$ cat src/rtl/mwr_pkg.sv
package mwr_pkg;

  typedef enum logic [2:0] {
    ST_IDLE,
    ST_PRE,
    ST_LO,
    ST_HI,
    ST_TL_HI,
    ST_TL_LO,
    ST_TL_X
  } mwr_state_e;

  localparam int CMD_SLOTS = 3;

endpackage

$ cat src/rtl/mwr_phase_timer.sv
module mwr_phase_timer #(
  parameter int CNT_W = 8
) (
  input  logic             clk,
  input  logic             rst,
  input  logic             load,
  input  logic [CNT_W-1:0] load_val,
  output logic             expire
);

  logic [CNT_W-1:0] cnt_q;

  always_ff @(posedge clk) begin
    if (rst) begin
      cnt_q <= '0;
    end else if (load) begin
      cnt_q <= load_val;
    end else if (cnt_q != '0) begin
      cnt_q <= cnt_q - 1'b1;
    end
  end

  assign expire = (cnt_q == '0);

  // every phase starts from the length the controller asked for
  a_r2_phase_load: assert property (@(posedge clk) disable iff (rst)
    load |=> (cnt_q == $past(load_val)));

endmodule

$ cat src/rtl/mwr_rx_shift.sv
module mwr_rx_shift #(
  parameter int DATA_W = 16
) (
  input  logic              clk,
  input  logic              rst,
  input  logic              clear,
  input  logic              sample,
  input  logic              din,
  output logic [DATA_W-1:0] word,
  output logic              valid
);

  localparam int SMP_N = DATA_W + 1;
  localparam int SC_W  = $clog2(SMP_N + 1);

  logic [DATA_W-1:0] shreg_q;
  logic [SC_W-1:0]   nsmp_q;

  always_ff @(posedge clk) begin
    if (rst) begin
      shreg_q <= '0;
      nsmp_q  <= '0;
      word    <= '0;
      valid   <= 1'b0;
    end else begin
      valid <= 1'b0;
      if (clear) begin
        nsmp_q <= '0;
      end else if (sample) begin
        shreg_q <= {shreg_q[DATA_W-2:0], din};
        nsmp_q  <= nsmp_q + 1'b1;
        if (nsmp_q == SC_W'(SMP_N - 1)) begin
          word  <= {shreg_q[DATA_W-2:0], din};
          valid <= 1'b1;
        end
      end
    end
  end

  // a word is only presented right after a capture
  a_r5_valid_after_sample: assert property (@(posedge clk) disable iff (rst)
    valid |-> $past(sample));

  // never more captures than dummy + data bits
  a_r5_sample_bound: assert property (@(posedge clk) disable iff (rst)
    nsmp_q <= SC_W'(SMP_N));

endmodule

$ cat src/rtl/mw_burst_reader.sv
module mw_burst_reader
  import mwr_pkg::*;
#(
  parameter int ADDR_W  = 6,
  parameter int DATA_W  = 16,
  parameter int HI_CYC  = 188,
  parameter int LO_CYC  = 63,
  parameter int PRE_CYC = 250
) (
  input  logic              clk,
  input  logic              rst,
  input  logic              go,
  input  logic [ADDR_W-1:0] start_addr,
  input  logic [ADDR_W:0]   word_count,
  output logic              mw_cs,
  output logic              mw_clk,
  output logic              mw_dout,
  input  logic              mw_din,
  output logic              busy,
  output logic              word_valid,
  output logic [DATA_W-1:0] word_data,
  output logic              done
);

  localparam int RD_FIRST = CMD_SLOTS + ADDR_W;
  localparam int SLOTS    = RD_FIRST + DATA_W + 1;
  localparam int BIT_W    = $clog2(SLOTS);
  localparam int MAX_AB   = (HI_CYC > LO_CYC) ? HI_CYC : LO_CYC;
  localparam int MAXC     = (PRE_CYC > MAX_AB) ? PRE_CYC : MAX_AB;
  localparam int CNT_W    = $clog2(MAXC + 1);
  localparam logic [CNT_W-1:0] PRE_LD = CNT_W'(PRE_CYC - 1);
  localparam logic [CNT_W-1:0] HI_LD  = CNT_W'(HI_CYC - 1);
  localparam logic [CNT_W-1:0] LO_LD  = CNT_W'(LO_CYC - 1);

  mwr_state_e        state_q, state_d;
  logic [BIT_W-1:0]  slot_q, slot_d;
  logic [ADDR_W-1:0] addr_q, addr_d;
  logic [ADDR_W:0]   left_q, left_d;
  logic              ld;
  logic [CNT_W-1:0]  ld_val;
  logic              expire;
  logic              done_d;
  logic              sample;

  // value driven on the data line in a given slot
  function automatic logic slot_value(input logic [BIT_W-1:0] b,
                                      input logic [ADDR_W-1:0] a);
    int i;
    logic [ADDR_W-1:0] sh;
    i = int'(b);
    if (i < 2) return 1'b1;
    if (i < CMD_SLOTS) return 1'b0;
    if (i < RD_FIRST) begin
      sh = a << (i - CMD_SLOTS);
      return sh[ADDR_W-1];
    end
    return 1'b0;
  endfunction

  mwr_phase_timer #(.CNT_W(CNT_W)) u_timer (
    .clk      (clk),
    .rst      (rst),
    .load     (ld),
    .load_val (ld_val),
    .expire   (expire)
  );

  always_comb begin
    state_d = state_q;
    slot_d  = slot_q;
    addr_d  = addr_q;
    left_d  = left_q;
    ld      = 1'b0;
    ld_val  = '0;
    done_d  = 1'b0;
    unique case (state_q)
      ST_IDLE: if (go) begin
        if (word_count == '0) begin
          done_d = 1'b1;
        end else begin
          state_d = ST_PRE;
          ld = 1'b1; ld_val = PRE_LD;
          addr_d = start_addr;
          left_d = word_count;
          slot_d = '0;
        end
      end
      ST_PRE: if (expire) begin
        state_d = ST_LO; ld = 1'b1; ld_val = LO_LD; slot_d = '0;
      end
      ST_LO: if (expire) begin
        state_d = ST_HI; ld = 1'b1; ld_val = HI_LD;
      end
      ST_HI: if (expire) begin
        ld = 1'b1;
        if (slot_q == BIT_W'(SLOTS - 1)) begin
          state_d = ST_TL_HI; ld_val = HI_LD;
        end else begin
          state_d = ST_LO; ld_val = LO_LD; slot_d = slot_q + 1'b1;
        end
      end
      ST_TL_HI: if (expire) begin
        state_d = ST_TL_LO; ld = 1'b1; ld_val = LO_LD;
      end
      ST_TL_LO: if (expire) begin
        state_d = ST_TL_X; ld = 1'b1; ld_val = LO_LD;
      end
      ST_TL_X: if (expire) begin
        if (left_q == (ADDR_W+1)'(1)) begin
          state_d = ST_IDLE; done_d = 1'b1;
        end else begin
          state_d = ST_PRE; ld = 1'b1; ld_val = PRE_LD;
          addr_d = addr_q + 1'b1;
          left_d = left_q - 1'b1;
          slot_d = '0;
        end
      end
      default: state_d = ST_IDLE;
    endcase
  end

  assign sample = (state_q == ST_LO) && expire && (slot_q >= BIT_W'(RD_FIRST));

  mwr_rx_shift #(.DATA_W(DATA_W)) u_rx (
    .clk    (clk),
    .rst    (rst),
    .clear  (state_q == ST_PRE),
    .sample (sample),
    .din    (mw_din),
    .word   (word_data),
    .valid  (word_valid)
  );

  always_ff @(posedge clk) begin
    if (rst) begin
      state_q <= ST_IDLE;
      slot_q  <= '0;
      addr_q  <= '0;
      left_q  <= '0;
      mw_cs   <= 1'b0;
      mw_clk  <= 1'b0;
      mw_dout <= 1'b0;
      busy    <= 1'b0;
      done    <= 1'b0;
    end else begin
      state_q <= state_d;
      slot_q  <= slot_d;
      addr_q  <= addr_d;
      left_q  <= left_d;
      mw_cs   <= (state_d == ST_PRE) || (state_d == ST_LO) || (state_d == ST_HI);
      mw_clk  <= (state_d == ST_HI) || (state_d == ST_TL_HI);
      mw_dout <= ((state_d == ST_LO) || (state_d == ST_HI)) ? slot_value(slot_d, addr_d) : 1'b0;
      busy    <= (state_d != ST_IDLE);
      done    <= done_d;
    end
  end

  // data line holds across a high phase
  a_r3_dout_hold_high: assert property (@(posedge clk) disable iff (rst)
    (mw_cs && mw_clk && $past(mw_clk)) |-> $stable(mw_dout));

  // chip select opens with the serial clock low
  a_r2_cs_rise_clk_low: assert property (@(posedge clk) disable iff (rst)
    $rose(mw_cs) |-> !mw_clk);

  // valid is a single-cycle strobe
  a_r6_valid_single: assert property (@(posedge clk) disable iff (rst)
    word_valid |=> !word_valid);

  // done only once the burst has ended
  a_r9_done_idle: assert property (@(posedge clk) disable iff (rst)
    done |-> !busy);

  // pins are quiet whenever no burst runs
  a_r7_idle_quiet: assert property (@(posedge clk) disable iff (rst)
    !busy |-> (!mw_cs && !mw_clk));

  // zero-length request completes at once without selecting
  a_r10_zero_count: assert property (@(posedge clk) disable iff (rst)
    (go && !busy && word_count == '0) |=> (done && !mw_cs && !busy));

endmodule

$ cat config.mk
export PLATFORM = sky130hd
export DESIGN_NAME = mw_burst_reader
export DESIGN_NICKNAME = d
export VERILOG_FILES = /design/src/rtl/mwr_pkg.sv /design/src/rtl/mwr_phase_timer.sv /design/src/rtl/mwr_rx_shift.sv /design/src/rtl/mw_burst_reader.sv
export SDC_FILE = /design/constraint.sdc
export NUM_CORES = 1
export LEC_CHECK = 0
export ABC_AREA = 1
export CAP_MARGIN = 5
export CORE_ASPECT_RATIO = 1.4
export CORE_MARGIN = 2
export CORE_UTILIZATION = 25
export CTS_CLUSTER_DIAMETER = 80
export DETAILED_ROUTE_END_ITERATION = 7
export DONT_BUFFER_PORTS = 1
export SLEW_MARGIN = 10
export SYNTH_ARGS = -nofsm -noshare
export SYNTH_HDL_FRONTEND = slang
export SYNTH_SLANG_ARGS = --single-unit
$ cat constraint.sdc
create_clock -name clk -period 2.35 [get_ports clk]
set_input_delay 0.47 -clock clk [delete_from_list [all_inputs] [get_ports clk]]
set_output_delay 0.47 -clock clk [all_outputs]
set_load 0.005 [all_outputs]
==> run metrics <==
run status completed; critical path capture point type flip-flop; clock sinks 71; Synth area leaders dfxtp_1, nand2_1, nor2_1, inv_1, nand3_1; Max-Cap Viols 0; minimum clock period 2.234 ns; Comb power frac 29.9%; Final Max Tran Viols 0; Seq/Total Area, Yosys 38.74%; final non-filler cell area 4397 um^2; f_max 0.4476 GHz; Syn Nets 551; dpl ws -0.02951 ns; Crit Path Class reg -> reg; initial antenna violation count 0; row count 52; final setup vio count 0; layout cell share with drive strength beyond 1 17.84%; DRC violation count after routing 0; CP required 2.62 ns; worst-margin pin slew 0.3675 ns; RR Startpoint u_timer.cnt_q[0]; Final Wtd Congestion 0.8602; PortBufs 0; Final Hold Vio Count 0; vias in the first global route 3338; die height 147.3 um; cell-internal power 2.522 mW; Initial Utilization 25.51%; via count 3367; Min Hold Slack 0.1948 ns; Cell Area, Synth 3669 um^2; largest net degree at the start of global routing 31; YS warnings 0; clk_lat worst skew 0.34 ns; initial DRC count 184; peak supply drop 0.4697 mV; worst hold path class in -> reg; GRT overflow 0; hold_buf cts 0; post-synth top area cell dfxtp_1; filler instances 1559; Layout area overhead 19.85%; Sw Pwr 1.336 mW; DP Area 3994 um^2; utilization after layout 30.58%; fin crit share 95.08%; sequential share of power 37.4%; gr usage total 12.97%; Die X 106.4 um; relative slew slack 74.87%; IO Pins 39; multi-input combinational cell area 2014 um^2; Critical Path Sink mw_dout; Clock Pin Slew Worst Setup and Hold Paths 0.06 ns; crit path from u_timer.cnt_q[0]; worst reg-to-reg setup slack 0.12 ns; Synth Flop Type dfxtp_1; drt total wl 9727 um; Avg WL per Cell 13.07 um; Power Dens Cells 877.4 nW/um^2; P_leak 1.839 nW; power share of the clock group 32.7%; EDFF count, synth 0; crit path max fanout 5; Yosys reg bits 71; Switching Fraction 34.64%; Arr. time, crit path 2.50 ns; Post-synth top cells nand2_1, nor2_1, dfxtp_1, inv_1, nand3_1; Vias/cell 4.526; global-route wire length before repair 16050 um; Final TNS setup 0 ns; final setup skew 0.007904 ns; first-pass detailed-route iteration total 5; CTS tree built; nets@finish 576; DP HPWL 7161 um; ant diodes 0; Critical Path Start Type flip-flop; ys async rst share 0%; setup repair after global routing missed its margin yes; PnR worst setup slack 0.1156 ns; most common cell in the synthesized netlist nand2_1; post-route ant nets 0; RR Endpoint mw_dout; Avg Cell Area, Syn 6.988 um^2; clock buffer count from CTS 9; register area 1426 um^2; Clock Root Buffer clkbuf_16; clk buf depth 2; H-tree levels 3; Die Area 15670 um^2; Yosys cell types 42; R2R depth 16; top cell type's share of synthesized area 38.74%; core footprint 14380 um^2; synthesized instance count 525
## registers in the layout, indices dropped and copies added (netlist names), 3 cells and up
signal         count
left_q             7
slot_q             5
u_rx.word         16
addr_q             6
u_rx.shreg_q      15
state_q            3
u_timer.cnt_q      8
u_rx.nsmp_q        5
## power by group through the flow
stage | clock [mW] | combinational [mW] | sequential, mW
5_1_grt | 1.34 | 1.30 | 1.46
2_1_floorplan | 0 | 0.812 | 1.44
3_5_place_dp | 0 | 1.07 | 1.46
4_1_cts | 1.29 | 1.08 | 1.44
6_report | 1.26 | 1.15 | 1.44
3_3_place_gp | 0 | 1.06 | 1.47
## cell usage in the layout, fill, tap and decap left out, types with 9 or more instances in the layout
cell type,n
nand2_1,112
a21oi_1,27
buf_4,29
nand4_1,10
o21ai_0,31
a31oi_1,10
inv_1,48
clkbuf_16,9
nand3_1,35
nor2_1,71
dfxtp_1,67
nand2_2,12
## metal layers
| layer | GRT usage [%] | part of all wire (%) | vias up |
|---|---|---|---|
| li1 | - | - | 1755 |
| met1 | 13.63 | 40 | 1546 |
| met2 | 24.17 | 54 | 44 |
| met3 | 2.351 | 2.4 | 22 |
| met4 | 6.776 | 3.6 | 0 |
| met5 | 0 | 0 | - |
## timing repair
| action | 4_1_cts | 5_1_grt |
|---|---|---|
| pin swaps | 1 | 7 |
| setup buffers | 0 | 8 |
| endpoints found under the setup margin | 1 | 31 |
| gates resized for setup | 1 | 21 |
## through the flow
stage / cells / total power [mW]
after CTS: 736 / 3.805
after global placement: 720 / 2.528
after global routing: 744 / 4.107
after floorplan: 525 / 2.251
final: 744 / 3.858
after detailed placement: 720 / 2.532
## worst min path at each step
stage                          from             to  slack [ns]  cells after the start
floorplan           u_rx.shreg_q[0]   u_rx.word[1]        0.44                      2
global placement    u_rx.shreg_q[8]   u_rx.word[9]        0.46                      2
detailed placement  u_rx.shreg_q[3]   u_rx.word[4]        0.46                      2
CTS                             rst  u_rx.word[11]        0.18                      1
global route                    rst     state_q[0]        0.19                      1
finish                          rst      left_q[5]        0.19                      1
## final cells by class
class / count / area share [%]
clock buffers: 10 / 5.208
clock inverters: 6 / 1.024
inverters: 57 / 4.923
multi-input cells: 381 / 45.82
flip-flops and latches: 71 / 32.44
well taps: 189 / 5.378
repair buffers: 30 / 5.208
## cells by family (layout without fill, tap and decap cells)
kind of cell / after synthesis / after routing / share of synthesized area, %
compound gates: 85 / 85 / 13.40
xor+xnor: 10 / 10 / 2.388
fa+ha+maj: 9 / 9 / 3.070
buf+inv: 73 / 103 / 7.912
flops: 71 / 71 / 38.74
simple gates: 277 / 277 / 34.48
## critical path: stages, from the launching register on
cell and delay (ns):
dfxtp_1 0.31, inv_2 0.07, ha_2 0.17, nand2_1 0.09, nor2_4 0.18, a21oi_4 0.09
buf_4 0.16, o21ai_4 0.20, nand2_4 0.10, ha_4 0.22, inv_2 0.05, nand2_1 0.07
nor2_2 0.12, nor2_1 0.06, nor2_2 0.10, nand2_1 0.06, a21oi_2 0.12
Power figures use the tool's default switching activity.
